### src/rtl/xbs_pkg.sv
package xbs_pkg;

    typedef enum logic [1:0] {
        XS_BYTE = 2'd0,
        XS_HALF = 2'd1,
        XS_WORD = 2'd2,
        XS_WIDE = 2'd3
    } xbs_size_e;

    typedef enum logic [1:0] {
        XP_8   = 2'd0,
        XP_16  = 2'd1,
        XP_32  = 2'd2,
        XP_32B = 2'd3
    } xbs_port_e;

    typedef enum logic [1:0] {
        ST_IDLE = 2'd0,
        ST_RUN  = 2'd1,
        ST_FIN  = 2'd2
    } xbs_state_e;

    // latched access attributes for the whole operation
    typedef struct packed {
        xbs_size_e size;
        logic      wr;
        logic      burst;
        xbs_port_e port;
        logic      binh;
    } xbs_ctl_t;

    function automatic logic [1:0] size_log2(input xbs_size_e s);
        case (s)
            XS_BYTE: return 2'd0;
            XS_HALF: return 2'd1;
            default: return 2'd2;
        endcase
    endfunction

    function automatic logic [1:0] port_log2(input xbs_port_e p);
        case (p)
            XP_8:    return 2'd0;
            XP_16:   return 2'd1;
            default: return 2'd2;
        endcase
    endfunction

    // enables for 2**chunk_log lanes starting at lane_off
    function automatic logic [3:0] lane_mask(input logic [1:0] lane_off,
                                             input logic [1:0] chunk_log);
        logic [3:0] m;
        case (chunk_log)
            2'd0:    m = 4'b0001;
            2'd1:    m = 4'b0011;
            default: m = 4'b1111;
        endcase
        return m << lane_off;
    endfunction

    // big-endian byte pick: index 0 is bits 31:24
    function automatic logic [7:0] lane_byte(input logic [31:0] w,
                                             input logic [1:0] idx);
        return w[8*(3-idx) +: 8];
    endfunction

endpackage

### src/rtl/xbs_beat_plan.sv
module xbs_beat_plan
    import xbs_pkg::*;
#(
    parameter int AW     = 16,
    parameter int WIDX_W = 2
) (
    input  xbs_ctl_t          ctl,
    input  logic [AW-1:0]     base_addr,
    input  logic [WIDX_W-1:0] word_idx,
    input  logic [1:0]        sub_idx,
    output logic [AW-1:0]     beat_addr,
    output logic [3:0]        beat_be,
    output logic [1:0]        lane_base,
    output logic              sub_last,
    output logic              native
);
    logic [1:0]    sl;
    logic [1:0]    pl;
    logic [1:0]    chunk_log;
    logic [1:0]    split_log;
    logic [1:0]    sub_max;
    logic [1:0]    pmask;
    logic [1:0]    lane_off;
    logic [AW-1:0] word_add;
    logic [AW-1:0] sub_add;

    always_comb begin
        sl        = size_log2(ctl.size);
        pl        = port_log2(ctl.port);
        chunk_log = (sl < pl) ? sl : pl;
        split_log = (sl > pl) ? (sl - pl) : 2'd0;
        case (split_log)
            2'd0:    sub_max = 2'd0;
            2'd1:    sub_max = 2'd1;
            default: sub_max = 2'd3;
        endcase
        case (pl)
            2'd0:    pmask = 2'b00;
            2'd1:    pmask = 2'b01;
            default: pmask = 2'b11;
        endcase
        word_add  = AW'(word_idx) << 2;
        sub_add   = AW'(sub_idx) << chunk_log;
        beat_addr = base_addr + word_add + sub_add;
        lane_off  = beat_addr[1:0] & pmask;
        lane_base = beat_addr[1:0] & ~pmask;
        beat_be   = lane_mask(lane_off, chunk_log);
        sub_last  = (sub_idx == sub_max);
        native    = ctl.burst && (pl == 2'd2) && !ctl.binh;
    end
endmodule

### src/rtl/xbs_lane_steer.sv
module xbs_lane_steer
    import xbs_pkg::*;
(
    input  logic [3:0]  be,
    input  logic [1:0]  lane_base,
    input  logic [31:0] wr_word,
    input  logic [31:0] ext_rd,
    input  logic [31:0] acc_word,
    output logic [31:0] ext_wr,
    output logic [31:0] merged
);
    // write side: external lane l carries internal byte lane_base + l
    for (genvar l = 0; l < 4; l++) begin : g_wr
        logic [1:0] src_off;
        assign src_off = lane_base + 2'(l);
        assign ext_wr[8*(3-l) +: 8] = be[l] ? lane_byte(wr_word, src_off) : 8'h00;
    end

    // read side: internal byte k comes from external lane k - lane_base
    for (genvar k = 0; k < 4; k++) begin : g_rd
        logic [1:0] src_lane;
        logic       take;
        assign src_lane = 2'(k) - lane_base;
        assign take     = (2'(k) >= lane_base) && be[src_lane];
        assign merged[8*(3-k) +: 8] = take ? lane_byte(ext_rd, src_lane)
                                           : acc_word[8*(3-k) +: 8];
    end
endmodule

### src/rtl/xbs_wait_timer.sv
module xbs_wait_timer #(
    parameter int WAIT_W = 4
) (
    input  logic              clk,
    input  logic              rst,
    input  logic              run,
    input  logic [WAIT_W-1:0] wait_val,
    output logic              first,
    output logic              last
);
    logic [WAIT_W-1:0] cnt_q;

    assign first = run && (cnt_q == '0);
    assign last  = run && (cnt_q == wait_val);

    always_ff @(posedge clk) begin
        if (rst || !run || last) begin
            cnt_q <= '0;
        end else begin
            cnt_q <= cnt_q + 1'b1;
        end
    end
endmodule

### src/rtl/xbus_cycle_seq.sv
module xbus_cycle_seq
    import xbs_pkg::*;
#(
    parameter int AW          = 16,
    parameter int WAIT_W      = 4,
    parameter int BURST_WORDS = 4
) (
    input  logic                     clk,
    input  logic                     rst,
    input  logic                     req_valid,
    input  logic [AW-1:0]            req_addr,
    input  logic [1:0]               req_size,
    input  logic                     req_write,
    input  logic                     req_burst,
    input  logic [32*BURST_WORDS-1:0] req_wdata,
    input  logic [1:0]               bank_port,
    input  logic [WAIT_W-1:0]        bank_wait,
    input  logic                     bank_binh,
    output logic                     ready,
    output logic                     done,
    output logic [32*BURST_WORDS-1:0] rd_data,
    output logic                     ext_cyc,
    output logic                     ext_start,
    output logic                     ext_burst,
    output logic                     ext_we,
    output logic                     ext_ta,
    output logic [AW-1:0]            ext_addr,
    output logic [3:0]               ext_be,
    output logic [31:0]              ext_wdata,
    input  logic [31:0]              ext_rdata
);
    localparam int WIDX_W = (BURST_WORDS > 1) ? $clog2(BURST_WORDS) : 1;

    xbs_state_e                   state_q;
    xbs_ctl_t                     ctl_q;
    logic [AW-1:0]                base_q;
    logic [WAIT_W-1:0]            wait_q;
    logic [BURST_WORDS-1:0][31:0] wbuf_q;
    logic [BURST_WORDS-1:0][31:0] rbuf_q;
    logic [WIDX_W-1:0]            word_q;
    logic [1:0]                   sub_q;

    logic          accept;
    logic          run;
    logic          tmr_first;
    logic          tmr_last;
    logic          sub_last;
    logic          native;
    logic          word_last;
    logic [AW-1:0] beat_addr;
    logic [3:0]    beat_be;
    logic [1:0]    lane_base;
    logic [31:0]   wr_lanes;
    logic [31:0]   rd_merged;
    xbs_size_e     size_eff;
    logic [AW-1:0] acc_base;

    assign accept    = (state_q == ST_IDLE) && req_valid;
    assign run       = (state_q == ST_RUN);
    assign word_last = !ctl_q.burst || (word_q == WIDX_W'(BURST_WORDS-1));

    // size and alignment of an incoming request
    always_comb begin
        size_eff = req_burst ? XS_WORD : xbs_size_e'(req_size);
        acc_base = req_addr;
        case (size_log2(size_eff))
            2'd0:    acc_base = req_addr;
            2'd1:    acc_base[0] = 1'b0;
            default: acc_base[1:0] = 2'b00;
        endcase
    end

    xbs_beat_plan #(.AW(AW), .WIDX_W(WIDX_W)) u_plan (
        .ctl       (ctl_q),
        .base_addr (base_q),
        .word_idx  (word_q),
        .sub_idx   (sub_q),
        .beat_addr (beat_addr),
        .beat_be   (beat_be),
        .lane_base (lane_base),
        .sub_last  (sub_last),
        .native    (native)
    );

    xbs_lane_steer u_steer (
        .be        (beat_be),
        .lane_base (lane_base),
        .wr_word   (wbuf_q[word_q]),
        .ext_rd    (ext_rdata),
        .acc_word  (rbuf_q[word_q]),
        .ext_wr    (wr_lanes),
        .merged    (rd_merged)
    );

    xbs_wait_timer #(.WAIT_W(WAIT_W)) u_wait (
        .clk      (clk),
        .rst      (rst),
        .run      (run),
        .wait_val (wait_q),
        .first    (tmr_first),
        .last     (tmr_last)
    );

    always_ff @(posedge clk) begin
        if (rst) begin
            state_q <= ST_IDLE;
            ctl_q   <= '0;
            base_q  <= '0;
            wait_q  <= '0;
            wbuf_q  <= '0;
            rbuf_q  <= '0;
            word_q  <= '0;
            sub_q   <= 2'd0;
        end else begin
            case (state_q)
                ST_IDLE: begin
                    if (accept) begin
                        ctl_q   <= '{size: size_eff, wr: req_write, burst: req_burst,
                                     port: xbs_port_e'(bank_port), binh: bank_binh};
                        base_q  <= acc_base;
                        wait_q  <= bank_wait;
                        wbuf_q  <= req_wdata;
                        rbuf_q  <= '0;
                        word_q  <= '0;
                        sub_q   <= 2'd0;
                        state_q <= ST_RUN;
                    end
                end
                ST_RUN: begin
                    if (tmr_last) begin
                        if (!ctl_q.wr) begin
                            rbuf_q[word_q] <= rd_merged;
                        end
                        if (sub_last) begin
                            sub_q <= 2'd0;
                            if (word_last) begin
                                state_q <= ST_FIN;
                            end else begin
                                word_q <= word_q + 1'b1;
                            end
                        end else begin
                            sub_q <= sub_q + 2'd1;
                        end
                    end
                end
                default: state_q <= ST_IDLE;
            endcase
        end
    end

    assign ready     = (state_q == ST_IDLE);
    assign done      = (state_q == ST_FIN);
    assign rd_data   = rbuf_q;
    assign ext_cyc   = run;
    assign ext_start = run && tmr_first && (!native || ((word_q == '0) && (sub_q == 2'd0)));
    assign ext_burst = run && native;
    assign ext_we    = run && ctl_q.wr;
    assign ext_ta    = tmr_last;
    assign ext_addr  = run ? beat_addr : '0;
    assign ext_be    = run ? beat_be : 4'b0000;
    assign ext_wdata = (run && ctl_q.wr) ? wr_lanes : 32'h0;
endmodule

### config.mk
export PLATFORM = sky130hd
export DESIGN_NAME = xbus_cycle_seq
export DESIGN_NICKNAME = d
export VERILOG_FILES = /design/src/rtl/xbs_pkg.sv /design/src/rtl/xbs_beat_plan.sv /design/src/rtl/xbs_lane_steer.sv /design/src/rtl/xbs_wait_timer.sv /design/src/rtl/xbus_cycle_seq.sv
export SDC_FILE = /design/constraint.sdc
export NUM_CORES = 1
export LEC_CHECK = 0
export BUFFER_PORTS_ARGS = -buffer_cell sky130_fd_sc_hd__buf_2
export CORE_ASPECT_RATIO = 1.75
export CORE_UTILIZATION = 54
export DETAILED_ROUTE_END_ITERATION = 8
export PLACE_DENSITY = 0.81
export SYNTH_ARGS = -nofsm -noshare
export SYNTH_HDL_FRONTEND = slang
export SYNTH_HIERARCHICAL = 1
export SYNTH_SLANG_ARGS = --single-unit
### constraint.sdc
create_clock -name clk -period 6.15 [get_ports clk]
set_clock_uncertainty 0.05 [all_clocks]
set_input_delay 0.3075 -clock clk [delete_from_list [all_inputs] [get_ports clk]]
set_output_delay 0.3075 -clock clk [all_outputs]
set_load 0.02 [all_outputs]
==> results of run 1 <==
logic make-up after synthesis:
kind of cell | after synthesis | share of synthesized area [%]
AND/OR/NAND/NOR | 487 | 15.1
XOR/XNOR | 15 | 0.855
AO/OA/AOI/OAI | 333 | 15.4
adder cells (fa/ha/maj) | 25 | 2.23
flip-flops | 293 | 38.2
multiplexers | 171 | 22.4
buffers and inverters | 156 | 5.82
routing by layer:
metal	vias to the layer above	wire length, um	track usage [%]
li1	6262	-	-
met4	0	4820	31.0
met3	277	4880	8.14
met1	6926	17300	37.2
met5	-	0	0
met2	987	27300	64.4
worst paths after layout:
path	to	slack [ns]
max	ext_wdata[14]	0.39
min	ctl_q[2]	0.03
max reg2reg	rd_data[56]	0.68
min reg2reg	wbuf_q[15]	0.41
worst min-delay path, stage by stage:
cell	delay, ns
buf_2	0.12
nand2_1	0.09
a21oi_1	0.06
placed cells by master, fill, tap and decap left out, types with 8 or more instances in the layout:
master / n
mux2_2: 17
mux4_2: 129
and3_1: 33
inv_1: 26
ha_1: 21
o21ai_0: 8
a22o_2: 25
a21oi_1: 165
clkbuf_16: 27
xnor2_1: 11
nor2_1: 14
and2_1: 57
dlygate4sd3_1: 152
dfxtp_1: 291
mux2_4: 18
nand2_1: 326
a22o_1: 104
buf_2: 375
buf_4: 20
registers in the layout, summed over array words and instances, names as in the netlist:
| name | count |
|---|---|
| rd_data | 128 |
| wbuf_q | 128 |
| base_q | 16 |
| ctl_q | 7 |
| u_wait/cnt_q | 4 |
| wait_q | 4 |
| state_q | 2 |
| sub_q | 2 |
| word_q | 2 |
per-stage QoR:
| step | instance area [um2] | power (uW) | utilization (%) |
|---|---|---|---|
| CTS | 19600 | 4520 | 70.0 |
| floorplan | 15400 | 2490 | - |
| detailed placement | 17100 | 2680 | 61.3 |
| finish | 19600 | 4550 | 70.1 |
| global route | 19600 | 4680 | 70.1 |
| global placement | 17100 | 2660 | 61.3 |
where the power goes:
group	switching (uW)	total (uW)	leakage [uW]	internal, uW
Combinational	401	724	0.00549	323
Clock	747	1790	0.000451	1040
Sequential	64.5	2030	0.00238	1970
Total	1210	4550	0.00833	3330
area by class of cell:
class,instances,area [um2]
fill,1938,8370
antenna,6,15.0
clock inverter,9,154
clock buffer,38,777
sequential,293,5870
tap,373,467
multi-input combinational,1031,8660
timing repair buffer,548,3560
inverter,26,97.6
what timing repair did:
action	4_1_cts	5_1_grt
endpoints found under the hold margin	153	0
endpoints found under the setup margin	0	0
setup buffers	0	0
hold buffers	152	0
==> out/metrics.csv, run 1 <==
stage,metric,value,unit
setup_path,worstSetupStartpoint,ctl_q[2],
setup_path,crit_slowest_cell,buf_4,
detailed_routing,avgViaCountPerCell,6.22,
sta,worstMarginPinSlew,1.25,ns
synth,synth_edf_count,0,
sta,grt_setup_unrepaired,no,
sta,slew_violations,0,
cts,cts_root_buf,clkbuf_16,
synth,synthFlopType,dfxtp_1,
sta,setup_slack,0.388,ns
min_path,worstHoldStart,bank_port[1],
synth,synth_area_leaders,"dfxtp_1, mux4_2, nand2_1",
die,die-area,29200,um2
cts,cts_made_buffers,27,
finish,fin_cells,2324,
setup_path,worst-path-stages,15,
sta,fin_crit,5.76,ns
sta,max-slew-margin-rel,16.9,%
synth,synth_common_cells,"nand2_1, dfxtp_1, a21oi_1, mux4_2, a22o_1",
pwr,leakage,0.00833,uW
synth,seq_area_frac_synth,38.2,%
setup_path,critPathMaxStageDelay,0.77,ns
setup_path,critPathRequiredTime,5.79,ns
die,initial_utilization,55.0,%
cts,cts_resized,0,
die,num_rows,81,
detailed_routing,vias,14500,
synth,yosys.cell_count.top_type,nand2_1,
setup_path,start_kind,flip-flop,
global_routing,grt_first_pass_wirelength,81.7,mm
placed_design,dp.cells,2119,
synth,yosys_warnings,6,
run,maxCapViolations,0,
synth,yosys.area.top_type,dfxtp_1,
finish,layout.nets,2142,
detailed_routing,drc,0,
global_routing,antenna_found_initial,5,
die,ioPinCount,377,
synth,avgSynthCellArea,10.4,um2
cts,clockBufferDepth,3,
finish,drive_gt1_share,34.0,%
placed_design,dp_slack,0.726,ns
cts,clk_latency,0.55,ns
finish,syn2layout_area_growth,27.5,%
setup_path,critPathMostFrequentCell,ha_1,
detailed_routing,drt_iter0_drc,1024,
die,fp.dieH,225,um
pwr,power_density,232,nW/um2
pwr,ir_drop,0.000236,V
detailed_routing,ant_nets,0,
setup_path,arrival,5.40,ns
setup_path,crit_chain,nand2b_4 -> inv_1 -> ha_1 -> fa_1 -> nand3b_1 -> o21ai_4 -> or2_1 -> nor2_1 -> ha_1 -> and3_4 -> buf_4 -> mux4_2 -> and2_1 -> and3_1 -> buf_2,
min_path,holdPathStages,3,
sta,setup_viol,0,
min_path,hp-class,input port to flip-flop,
placed_design,dp_hpwl,32.9,mm
cts,cts_sinks,293,
setup_path,reg2reg_depth,17,
cts,cts_tree,yes,
cts,htreeDepth,1,
global_routing,grtUsageTotal,37.0,%
setup_path,r2r_start,ctl_q[2],
synth,yosysUniqueCellTypes,67,
cts,cts.reportedPaths.clkPinSlew,0.06,ns
run_status,status,"complete, no violations",
setup_path,path_buf_inv,3,
setup_path,crit_type,flip-flop to output port,
sta,fin_setup_tns,0,ns
setup_path,crit_family,simple AND/OR/NAND/NOR gates,
synth,synth_nets,1695,
placed_design,portBuffers,376,
detailed_routing,avgRoutedWirePerCell,23.4,um
synth,synthArstFlopShare,0,%
die,core_area,28000,um2
synth,synthCells,1480,
global_routing,grt-ovfl-total,0,
sta,hold_violations,0,
setup_path,critical_path.endpoint_type,output port,
die,fp.dieW,130,um
sta,holdWs,0.0303,ns
detailed_routing,routed_wl,54.3,mm
sta,fmax,0.174,GHz
global_routing,grt_pass1_vias,14900,
placed_design,routabilityCongestion,0.894,
synth,synth_top_area_share,38.2,%
synth,ys_seq_elements,293,
synth,synthesis.area,15400,um2
sta,period_share,93.7,%
detailed_routing,dr.pass1.iters,5,
setup_path,crit_fanout,55,
global_routing,grt_max_degree,101,
Power figures use the tool's default switching activity.
==> run 2: changes to the inputs <==
--- a/config.mk
+++ b/config.mk
@@ -9,6 +9,7 @@
 export CORE_ASPECT_RATIO = 1.75
 export CORE_UTILIZATION = 54
 export DETAILED_ROUTE_END_ITERATION = 8
+export GPL_TIMING_DRIVEN = 0
 export PLACE_DENSITY = 0.81
 export SYNTH_ARGS = -nofsm -noshare
 export SYNTH_HDL_FRONTEND = slang
==> out/metrics.csv, run 2 (synthesis gave the netlist of run 1 again) <==
stage,metric,value,unit
sta,hold_violations,0,
detailed_routing,ant_nets,0,
pwr,ir_drop,0.000224,V
detailed_routing,dr.pass1.iters,7,
setup_path,crit_slowest_cell,fa_2,
global_routing,grt_max_degree,20,
setup_path,critPathMostFrequentCell,ha_1,
setup_path,start_kind,flip-flop,
setup_path,critical_path.endpoint_type,output port,
setup_path,worstSetupStartpoint,ctl_q[2],
run,maxCapViolations,0,
sta,fmax,0.171,GHz
setup_path,worst-path-stages,21,
global_routing,grt_first_pass_wirelength,86.7,mm
cts,cts_root_buf,clkbuf_16,
setup_path,crit_family,adder cells,
cts,post_cts_buffers,0,
sta,slew_violations,0,
run_status,status,"complete, no violations",
setup_path,critPathMaxStageDelay,0.43,ns
setup_path,reg2reg_slack,0.55,ns
sta,max-slew-margin-rel,46.5,%
finish,layout.nets,2247,
finish,fin_cells,2430,
cts,htreeDepth,1,
detailed_routing,avgViaCountPerCell,6.26,
die,ioPinCount,377,
setup_path,r2r_start,ctl_q[2],
cts,cts_made_buffers,27,
finish,syn2layout_area_growth,31.1,%
setup_path,arrival,5.50,ns
sta,fin_crit,5.85,ns
placed_design,portBuffers,376,
die,fp.dieW,130,um
detailed_routing,drc,0,
die,die-area,29200,um2
min_path,hp-class,input port to flip-flop,
cts,clk_latency,0.56,ns
placed_design,dp_hpwl,40.3,mm
sta,fin_setup_tns,0,ns
setup_path,critPathRequiredTime,5.79,ns
die,initial_utilization,55.0,%
setup_path,reg2reg_depth,20,
setup_path,endpoint,ext_wdata[3],
die,num_rows,81,
sta,worstMarginPinSlew,0.802,ns
pwr,power_density,228,nW/um2
detailed_routing,vias,15200,
finish,drive_gt1_share,35.3,%
global_routing,grtUsageTotal,40.0,%
placed_design,dp.cells,2229,
die,fp.dieH,225,um
global_routing,antenna_found_initial,5,
sta,setup_viol,0,
global_routing,grt_pass1_vias,15500,
setup_path,crit_type,flip-flop to output port,
cts,cts_sinks,293,
cts,clockBufferDepth,3,
setup_path,r2r-end,rd_data[42],
pwr,leakage,0.00868,uW
die,core_area,28000,um2
setup_path,crit_chain,buf_4 -> nand2b_4 -> inv_1 -> ha_1 -> fa_2 -> o21ai_4 -> mux2i_1 -> nor2_1 -> ha_1 -> ha_2 -> nor2b_2 -> buf_6 -> buf_8 -> inv_1 -> ha_1 -> buf_2 -> buf_4 -> mux4_2 -> and2_1 -> and3_1 -> buf_2,
detailed_routing,routed_wl,58.7,mm
placed_design,routabilityCongestion,0.959,
finish,layout_commonest_cell,buf_2,
setup_path,crit_fanout,19,
detailed_routing,drt_iter0_drc,1229,
sta,period_share,95.2,%
global_routing,grt-ovfl-total,0,
cts,cts.reportedPaths.clkPinSlew,0.07,ns
cts,cts_tree,yes,
setup_path,path_buf_inv,8,
finish,final_cell_mix,"buf_2, nand2_1, dfxtp_1",
sta,grt_setup_unrepaired,no,
detailed_routing,avgRoutedWirePerCell,24.1,um
run 2: changes by cell type in the layout (fill, tap and decap cells not counted), sizes merged:
cell and delta:
clkinv +1, diode -1, buf +68, clkinvlp -1, inv +2, dlygate4sd3 -3, bufinv -1, clkbuf +41
run 2: worst min path at each step:
stage / startpoint / endpoint / slack (ns) / cells after the start
after global routing: req_wdata[97] / wbuf_q[97] / 0.0007 / 3
after floorplan: wbuf_q[32] / wbuf_q[32] / 0.38 / 2
after CTS: req_valid / state_q[0] / 0.0003 / 3
final: req_valid / state_q[0] / 0.01 / 3
after detailed placement: wbuf_q[50] / wbuf_q[50] / 0.39 / 2
after global placement: wbuf_q[117] / wbuf_q[117] / 0.39 / 2
run 2: final cells by class:
| class | count | area (um2) |
|---|---|---|
| Clock buffer | 39 | 781 |
| Timing Repair Buffer | 525 | 3370 |
| Multi-Input combinational cell | 1031 | 8620 |
| Clock inverter | 10 | 135 |
| Inverter | 26 | 97.6 |
| Antenna cell | 5 | 12.5 |
| Tap cell | 373 | 467 |
| Fill cell | 1998 | 7810 |
| Buffer | 128 | 808 |
| Sequential cell | 293 | 5870 |
run 2: layer usage:
metal,global-route usage (%),up-vias,share of wire (%)
met2,68.6,1109,50
met4,36.7,0,10
met5,0.178,-,0
li1,-,6488,-
met1,40.2,7297,31
met3,7.88,323,8.9
run 2: tightest hold or removal path, stage by stage:
cell,delay (ns)
buf_2,0.13
nor2_1,0.08
a2111oi_0,0.06
run 2: per-stage QoR:
step | setup WS (ns) | cell area (um2) | util, % | hold slack, ns | power (uW)
6_report | 0.297 | 20200 | 72.1 | 0.0127 | 4590
5_1_grt | 0.0600 | 20200 | 72.1 | 0.000704 | 4720
3_5_place_dp | -0.0164 | 17700 | 63.3 | 0.395 | 2740
2_1_floorplan | 1.06 | 15400 | - | 0.383 | 2490
3_3_place_gp | 0.0516 | 17700 | 63.3 | 0.388 | 2720
4_1_cts | 0.0450 | 20100 | 71.9 | 0.000289 | 4550
run 2: repair_timing:
| action | 4_1_cts | 5_1_grt |
|---|---|---|
| gates resized for setup | 4 | 7 |
| setup endpoints to repair | 16 | 16 |
| cloned | 0 | 0 |
| hold buffers | 148 | 1 |
| hold endpoints to repair | 149 | 1 |
run 2: where the power goes:
part,switching (uW),internal [uW]
sequential,50.0,1970
combinational,452,351
clock,759,1010
